$ cat config.mk
export PLATFORM = sky130hd
export DESIGN_NAME = sp_async
export DESIGN_NICKNAME = d
export VERILOG_FILES = /design/src/rtl/sp_pkg.sv /design/src/rtl/sp_tick.sv /design/src/rtl/sp_tx.sv /design/src/rtl/sp_rx.sv /design/src/rtl/sp_async.sv
export SDC_FILE = /design/constraint.sdc
export NUM_CORES = 1
export LEC_CHECK = 0
export BUFFER_PORTS_ARGS = -buffer_cell sky130_fd_sc_hd__buf_2
export CAP_MARGIN = 10
export CORE_MARGIN = 1.5
export CORE_UTILIZATION = 50
export CTS_BUF_LIST = sky130_fd_sc_hd__clkbuf_8
export DETAILED_ROUTE_END_ITERATION = 7
export PLACE_DENSITY = 0.74
export SYNTH_ARGS = -nofsm -noshare
export SYNTH_HDL_FRONTEND = slang
export SYNTH_SLANG_ARGS = --single-unit
$ cat constraint.sdc
create_clock -name clk -period 7.7 [get_ports clk]
set_input_delay 0.385 -clock clk [delete_from_list [all_inputs] [get_ports clk]]
set_output_delay 0.385 -clock clk [all_outputs]
set_load 0.05 [all_outputs]
$ cat src/rtl/sp_pkg.sv
package sp_pkg;
    localparam int OSR = 8;       // ticks per bit
    localparam int DW  = 8;       // max data bits
    localparam int FW  = 12;      // max frame bits
    localparam int SW  = $clog2(OSR);

    typedef enum logic [1:0] {RX_IDLE, RX_START, RX_BITS} rx_st_e;

    typedef struct packed {
        logic [FW-1:0] bits;
        logic [3:0]    len;
    } frame_t;

    function automatic logic par_bit(input logic [DW-1:0] d, input logic len8,
                                     input logic [2:0] mode);
        logic [DW-1:0] m;
        logic r;
        m = len8 ? d : {1'b0, d[DW-2:0]};
        case (mode[1:0])
            2'b00:   r = 1'b0;
            2'b01:   r = 1'b1;
            2'b10:   r = ^m;
            default: r = ~^m;
        endcase
        return r;
    endfunction

    function automatic logic [3:0] frame_len(input logic len8, input logic [2:0] mode,
                                             input logic stop2);
        return 4'd1 + (len8 ? 4'd8 : 4'd7) + {3'b000, mode[2]} + 4'd1 + {3'b000, stop2};
    endfunction

    function automatic frame_t build_frame(input logic [DW-1:0] d, input logic len8,
                                           input logic [2:0] mode, input logic stop2);
        frame_t f;
        f.bits    = '1;
        f.bits[0] = 1'b0;
        for (int i = 0; i < DW; i++) begin
            if (i < DW - 1 || len8) f.bits[i+1] = d[i];
        end
        if (mode[2]) begin
            if (len8) f.bits[9] = par_bit(d, len8, mode);
            else      f.bits[8] = par_bit(d, len8, mode);
        end
        f.len = frame_len(len8, mode, stop2);
        return f;
    endfunction
endpackage

$ cat src/rtl/sp_tick.sv
module sp_tick #(
    parameter int DIV = 8
) (
    input  logic       clk,
    input  logic       rst_n,
    input  logic       uf0,
    input  logic       uf1,
    input  logic [1:0] sel,
    output logic       tick,
    output logic       valid
);
    localparam int CW = (DIV > 2) ? $clog2(DIV) : 1;

    typedef struct packed {
        logic [CW-1:0] cnt;
    } tk_t;

    tk_t st_q, st_d;
    logic uf;

    always_comb begin
        valid = sel[0];
        uf    = sel[1] ? uf1 : uf0;
        tick  = valid && uf && (st_q.cnt == CW'(DIV - 1));
        st_d  = st_q;
        if (!valid)  st_d.cnt = '0;
        else if (uf) st_d.cnt = tick ? '0 : st_q.cnt + 1'b1;
    end

    always_ff @(posedge clk or negedge rst_n) begin
        if (!rst_n) st_q <= '0;
        else        st_q <= st_d;
    end


    tick_spacing_chk: assert property (@(posedge clk) disable iff (!rst_n)
        tick |=> !tick);
endmodule

$ cat src/rtl/sp_tx.sv
module sp_tx
    import sp_pkg::*;
(
    input  logic          clk,
    input  logic          rst_n,
    input  logic          tick,
    input  logic          valid,
    input  logic          len8,
    input  logic [2:0]    par,
    input  logic          stop2,
    input  logic          wr_en,
    input  logic [DW-1:0] wr_data,
    output logic          txd,
    output logic          busy
);
    localparam logic [SW-1:0] SUB_LAST = SW'(OSR - 1);

    typedef struct packed {
        logic          pend;
        logic [DW-1:0] hold;
        logic          act;
        logic [FW-1:0] sh;
        logic [3:0]    left;
        logic [SW-1:0] sub;
    } tx_t;

    tx_t q, d;
    frame_t f;

    always_comb begin
        d = q;
        f = build_frame(q.hold, len8, par, stop2);
        if (valid && tick) begin
            if (q.act) begin
                d.sub = q.sub + 1'b1;
                if (q.sub == SUB_LAST) begin
                    d.sh   = {1'b1, q.sh[FW-1:1]};
                    d.left = q.left - 1'b1;
                    if (q.left == 4'd1) d.act = 1'b0;
                end
            end else if (q.pend) begin
                d.sh   = f.bits;
                d.left = f.len;
                d.act  = 1'b1;
                d.sub  = '0;
                d.pend = 1'b0;
            end
        end
        if (wr_en) begin
            d.pend = 1'b1;
            d.hold = wr_data;
        end
        txd  = !(valid && q.act) || q.sh[0];
        busy = q.act || q.pend;
    end

    always_ff @(posedge clk or negedge rst_n) begin
        if (!rst_n) begin
            q    <= '0;
            q.sh <= '1;
        end else begin
            q <= d;
        end
    end


    frozen_shift_chk: assert property (@(posedge clk) disable iff (!rst_n)
        (!valid && q.act) |=> $stable(q.sh));
endmodule

$ cat src/rtl/sp_rx.sv
module sp_rx
    import sp_pkg::*;
(
    input  logic          clk,
    input  logic          rst_n,
    input  logic          tick,
    input  logic          valid,
    input  logic          rxd,
    input  logic          len8,
    input  logic [2:0]    par,
    input  logic          stop2,
    output logic          done,
    output logic [DW-1:0] dout,
    output logic          perr,
    output logic          ferr
);
    localparam logic [SW-1:0] SUB_LAST = SW'(OSR - 1);
    localparam logic [SW-1:0] SUB_MID  = SW'(OSR / 2 - 1);

    typedef struct packed {
        logic          s1;
        logic          s2;
        logic          prev;
        rx_st_e        st;
        logic [SW-1:0] sub;
        logic [3:0]    cnt;
        logic [DW-1:0] sh;
        logic          pb;
        logic          fe;
        logic          l8;
        logic [2:0]    pm;
        logic          st2;
        logic          done;
        logic [DW-1:0] dout;
        logic          perr;
        logic          ferr;
    } rx_t;

    rx_t q, d;
    logic [DW-1:0] nsh, nd;
    logic          npb, nfe;
    logic [3:0]    dl, last;

    always_comb begin
        d      = q;
        d.done = 1'b0;
        d.s1   = rxd;
        d.s2   = q.s1;
        dl     = q.l8 ? 4'd8 : 4'd7;
        last   = frame_len(q.l8, q.pm, q.st2) - 4'd2;
        nsh    = q.sh;
        npb    = q.pb;
        nfe    = q.fe;
        nd     = q.l8 ? nsh : {1'b0, nsh[DW-1:1]};
        if (!valid) begin
            d.st   = RX_IDLE;
            d.prev = 1'b1;
        end else if (tick) begin
            d.prev = q.s2;
            case (q.st)
                RX_IDLE: begin
                    if (q.prev && !q.s2) begin
                        d.st  = RX_START;
                        d.sub = '0;
                        d.l8  = len8;
                        d.pm  = par;
                        d.st2 = stop2;
                    end
                end
                RX_START: begin
                    d.sub = q.sub + 1'b1;
                    if (q.sub == SUB_MID) begin
                        if (!q.s2) begin
                            d.st  = RX_BITS;
                            d.sub = '0;
                            d.cnt = '0;
                            d.fe  = 1'b0;
                            d.pb  = 1'b0;
                        end else begin
                            d.st = RX_IDLE;
                        end
                    end
                end
                default: begin
                    d.sub = q.sub + 1'b1;
                    if (q.sub == SUB_LAST) begin
                        if (q.cnt < dl)                      nsh = {q.s2, q.sh[DW-1:1]};
                        else if (q.pm[2] && q.cnt == dl)     npb = q.s2;
                        else if (!q.s2)                      nfe = 1'b1;
                        d.sh  = nsh;
                        d.pb  = npb;
                        d.fe  = nfe;
                        d.cnt = q.cnt + 1'b1;
                        nd    = q.l8 ? nsh : {1'b0, nsh[DW-1:1]};
                        if (q.cnt == last) begin
                            d.st   = RX_IDLE;
                            d.done = 1'b1;
                            d.dout = nd;
                            d.perr = q.pm[2] && (npb != par_bit(nd, q.l8, q.pm));
                            d.ferr = nfe;
                        end
                    end
                end
            endcase
        end
        done = q.done;
        dout = q.dout;
        perr = q.perr;
        ferr = q.ferr;
    end

    always_ff @(posedge clk or negedge rst_n) begin
        if (!rst_n) begin
            q      <= '0;
            q.s1   <= 1'b1;
            q.s2   <= 1'b1;
            q.prev <= 1'b1;
            q.st   <= RX_IDLE;
        end else begin
            q <= d;
        end
    end


    rx_ignored_chk: assert property (@(posedge clk) disable iff (!rst_n)
        !valid |=> !done);
endmodule

$ cat src/rtl/sp_async.sv
module sp_async
    import sp_pkg::*;
(
    input  logic          clk,
    input  logic          rst_n,
    input  logic          tmr0_uf,
    input  logic          tmr1_uf,
    input  logic [1:0]    cfg_clk_src,
    input  logic          cfg_len8,
    input  logic [2:0]    cfg_par,
    input  logic          cfg_stop2,
    input  logic          wr_en,
    input  logic [DW-1:0] wr_data,
    input  logic          rd_en,
    input  logic          stat_clr,
    input  logic          rxd,
    output logic          txd,
    output logic          tx_busy,
    output logic [DW-1:0] rd_data,
    output logic          rx_avail,
    output logic          rx_irq,
    output logic          overrun,
    output logic          par_err,
    output logic          frm_err
);
    typedef struct packed {
        logic [DW-1:0] rbuf;
        logic          avail;
        logic          ovr;
        logic          pe;
        logic          fe;
        logic          irq;
    } rf_t;

    rf_t q, d;
    logic          tick, clk_ok;
    logic          rx_done, rx_pe, rx_fe;
    logic [DW-1:0] rx_data;

    sp_tick #(.DIV(OSR)) u_tick (
        .clk(clk), .rst_n(rst_n), .uf0(tmr0_uf), .uf1(tmr1_uf),
        .sel(cfg_clk_src), .tick(tick), .valid(clk_ok)
    );

    sp_tx u_tx (
        .clk(clk), .rst_n(rst_n), .tick(tick), .valid(clk_ok),
        .len8(cfg_len8), .par(cfg_par), .stop2(cfg_stop2),
        .wr_en(wr_en), .wr_data(wr_data), .txd(txd), .busy(tx_busy)
    );

    sp_rx u_rx (
        .clk(clk), .rst_n(rst_n), .tick(tick), .valid(clk_ok), .rxd(rxd),
        .len8(cfg_len8), .par(cfg_par), .stop2(cfg_stop2),
        .done(rx_done), .dout(rx_data), .perr(rx_pe), .ferr(rx_fe)
    );

    always_comb begin
        d     = q;
        d.irq = 1'b0;
        if (rd_en)    d.avail = 1'b0;
        if (stat_clr) d.ovr   = 1'b0;
        if (rx_done) begin
            d.rbuf  = rx_data;
            d.pe    = rx_pe;
            d.fe    = rx_fe;
            d.avail = 1'b1;
            d.irq   = 1'b1;
            if (q.avail && !rd_en) d.ovr = 1'b1;
        end
        rd_data  = q.rbuf;
        rx_avail = q.avail;
        rx_irq   = q.irq;
        overrun  = q.ovr;
        par_err  = q.pe;
        frm_err  = q.fe;
    end

    always_ff @(posedge clk or negedge rst_n) begin
        if (!rst_n) q <= '0;
        else        q <= d;
    end


    irq_single_chk: assert property (@(posedge clk) disable iff (!rst_n)
        rx_irq |=> !rx_irq);


    irq_avail_chk: assert property (@(posedge clk) disable iff (!rst_n)
        rx_irq |-> rx_avail);


    ovr_cause_chk: assert property (@(posedge clk) disable iff (!rst_n)
        $rose(overrun) |-> $past(rx_avail));


    idle_line_chk: assert property (@(posedge clk) disable iff (!rst_n)
        !clk_ok |-> txd);
endmodule

==> flow_metrics.py <==
metrics = {
    "timing": {
        "hold_slack_ns": 0.132,
        "finalCriticalPeriod_ns": 3.60,
        "final.period_utilization_pct": 46.7,
        "report.final.slew_viol_count": 0,
        "setup-violations-final": 0,
        "finalClockSkew_ns": 0.0130,
        "fmax_mhz": 278,
        "hold_violations": 0,
        "rsz0062_at_grt": "no",
        "slew_headroom_pct": 31.3,
        "max_slew.worst_pin.slew_ns": 1.03,
        "setup_tns_ns": 0,
    },
    "drt": {
        "drc": 0,
        "wl_per_cell_um": 14.5,
        "drtAntennaViolNets": 0,
        "first_pass_iters": 5,
        "vias": 2929,
        "wl_um": 7720,
        "viasPerCell": 5.49,
        "drt-initial-drc-count": 178,
    },
    "synth": {
        "synthTopCellsByArea": "dfrtp_1 (40%), dfstp_2 (9.3%), mux2_2 (8.3%)",
        "ys_seq_area_share_pct": 49.7,
        "synth_most_common_cell": "dfrtp_1",
        "syn-instance-count": 395,
        "synthArstFlopShare_pct": 100,
        "synth_common_cells": "dfrtp_1 (68), nand2_1 (49), o21ai_0 (33)",
        "yosys_warnings": 0,
        "syn_area_per_cell_um2": 10.7,
        "syn-cell-area_um2": 4220,
        "synth_top_area_share_pct": 40.4,
        "synth-edff-count": 0,
        "synth_nets": 437,
        "synthFlopType": "dfrtp_1",
        "synth_cell_type_count": 49,
        "yosys.area.top_type": "dfrtp_1",
        "ys_seq_elements": 83,
    },
    "floorplanning": {
        "initial_core_util_pct": 51.6,
        "fp.dieArea_um2": 8990,
        "dieHeight_um": 94.8,
        "ios": 38,
        "rows": 33,
        "die_w_um": 94.8,
        "core_um2": 8180,
    },
    "cts": {
        "cts_buffer_depth": 2,
        "clkSinkCount": 83,
        "h-tree-depth": 3,
        "cts.clk_slew.worst_paths_ns": 0.08,
        "cts_buffers": 9,
        "cts_resized": 0,
        "cts-root-buf": "clkbuf_8",
        "cts_tree": "done",
        "cts_setup_buffers": 0,
        "cts_hold_buffers": 0,
        "clk_latency_ns": 0.34,
    },
    "placed_design": {
        "numPlacedInstances": 517,
        "gp_congestion": 0.827,
        "hpwl_um": 5310,
        "placed_area_um2": 4450,
        "io_buffers": 37,
    },
    "global_route": {
        "grt_pass1_wl_um": 13200,
        "antenna_found_initial": 0,
        "grt_use_total_pct": 18.9,
        "grt_overflow_total": 0,
        "grt_pass1_vias": 2820,
        "grt_max_degree": 84,
    },
    "final_layout": {
        "fin_area_um2": 4660,
        "n_antenna_cell": 0,
        "area_growth_pct": 10.6,
        "nets": 466,
        "instances_no_fill": 534,
        "drive_gt1_share_pct": 26.6,
    },
    "power": {
        "p_int_mw": 0.638,
        "p_sw_share_pct": 22.9,
        "ir_drop_uv": 115,
        "pwr-share-comb_pct": 6.4,
        "power.density_nw_per_um2": 178,
        "seqPwrFrac_pct": 54.3,
        "switching_power_mw": 0.190,
        "p_clk_share_pct": 39.2,
        "leakagePower_nw": 2.20,
    },
    "hold_path": {
        "hold_depth": 1,
        "hold_class": "primary input to flip-flop",
    },
    "setup_path": {
        "crit_path_end_kind": "flip-flop",
        "r2r_cells": 9,
        "crit_path_start_kind": "flip-flop",
        "required_ns": 7.95,
        "critical_path_class": "flip-flop to flip-flop",
        "cp_max_fo": 17,
        "worstPathArrival_ns": 3.85,
    },
    "job": {
        "maxCapViolations": 0,
    },
    "outcome": {
        "status": "finished clean",
    },
}
[layout make-up]
type | count | area [um2]
Clock buffer | 11 | 151
Inverter | 16 | 60.1
Clock inverter | 5 | 58.8
Tap cell | 105 | 131
Fill cell | 731 | 3510
Multi-Input combinational cell | 275 | 1960
Timing Repair Buffer | 39 | 200
Sequential cell | 83 | 2100
[power groups by stage]
| stage | registers (mW) | clock network (mW) | logic (mW) |
|---|---|---|---|
| global placement | 0.458 | 0 | 0.0529 |
| floorplan | 0.455 | 0 | 0.0354 |
| CTS | 0.450 | 0.333 | 0.0545 |
| finish | 0.450 | 0.325 | 0.0534 |
| global route | 0.451 | 0.350 | 0.0604 |
| detailed placement | 0.458 | 0 | 0.0542 |
[metrics by stage]
step	utilization (%)	setup slack, ns	total power, mW
6_report	57.0	4.10	0.828
3_5_place_dp	54.4	4.11	0.512
4_1_cts	57.0	4.10	0.838
2_1_floorplan	-	4.92	0.490
3_3_place_gp	54.4	4.30	0.510
5_1_grt	57.0	3.88	0.862
[state kept, by name, summed over array words and instances (netlist names), 3 cells and up]
register and count:
u_rx.q 26, u_tx.q 22, rd_data 8, u_rx.dout 8
u_tx.f 7, u_tick.st_q 3
[per-layer routing]
metal / part of all wire, % / global-route usage (%) / up-vias
li1: - / - / 1435
met1: 49 / 25.9 / 1432
met2: 47 / 29.0 / 58
met3: 3.9 / 5.23 / 4
met4: 0.79 / 6.22 / 0
met5: 0 / 0 / -
[cells in the final DEF (no fill, tap or decap), types with 2 or more instances in the layout]
| master | instances |
|---|---|
| and3_2 | 2 |
| o22ai_1 | 3 |
| a32o_1 | 3 |
| a22oi_1 | 8 |
| buf_4 | 2 |
| buf_2 | 36 |
| xnor2_1 | 12 |
| or2_2 | 2 |
| nor2b_1 | 4 |
| fa_1 | 2 |
| mux2_2 | 31 |
| a22o_1 | 4 |
| a31oi_1 | 2 |
| o21ai_0 | 33 |
| clkbuf_8 | 11 |
| xnor3_1 | 2 |
| nand4_1 | 3 |
| xor2_1 | 6 |
| ha_1 | 17 |
| clkinvlp_4 | 2 |
| inv_1 | 15 |
| mux2i_1 | 11 |
| nor2_1 | 17 |
| nand2_2 | 3 |
| nand2_1 | 49 |
| nand2b_1 | 5 |
| dfrtp_1 | 68 |
| a21oi_1 | 18 |
| nand3_1 | 12 |
| nor3_1 | 6 |
| a32oi_1 | 2 |
| and3_1 | 3 |
| dfstp_2 | 15 |
| nor3b_1 | 2 |
[critical path: stages (launching register included)]
cell      delay, ns
dfrtp_1        0.75
clkinv_1       0.47
ha_1           0.45
nand2_2        0.08
o21ai_2        0.48
mux2i_1        0.28
mux2_2         0.19
xnor3_1        0.40
and3_2         0.21
o41ai_2        0.18
[logic make-up (layout without fill, tap and decap cells)]
family	after synthesis	after routing	share of synthesized area (%)
buffers and inverters	37	71	3.68
and+or+nand+nor	110	110	12.1
DFF	83	83	49.7
adders and majority gates	19	19	6.00
AOI/OAI and AO/OA	83	83	12.4
muxes	42	42	10.9
xor gates and xnor gates	21	21	5.19
[final timing paths]
path | start | to | slack, ns
max | u_rx.q[15]$_DFFE_PN0P_ | u_rx.perr$_DFFE_PN0P_ | 4.10
min | rxd | u_rx.d[36]$_DFF_PN1_ | 0.13
max reg2reg | u_rx.q[15]$_DFFE_PN0P_ | u_rx.perr$_DFFE_PN0P_ | 4.10
min reg2reg | u_rx.d[36]$_DFF_PN1_ | u_rx.q[36]$_DFF_PN1_ | 0.37
max in group asynchronous | rst_n | u_rx.q[25]$_DFFE_PN0P_ | 6.82
min in group asynchronous | rst_n | u_tx.f[8]$_DFFE_PN0P_ | 0.20
(Power assumes the default switching activity.)
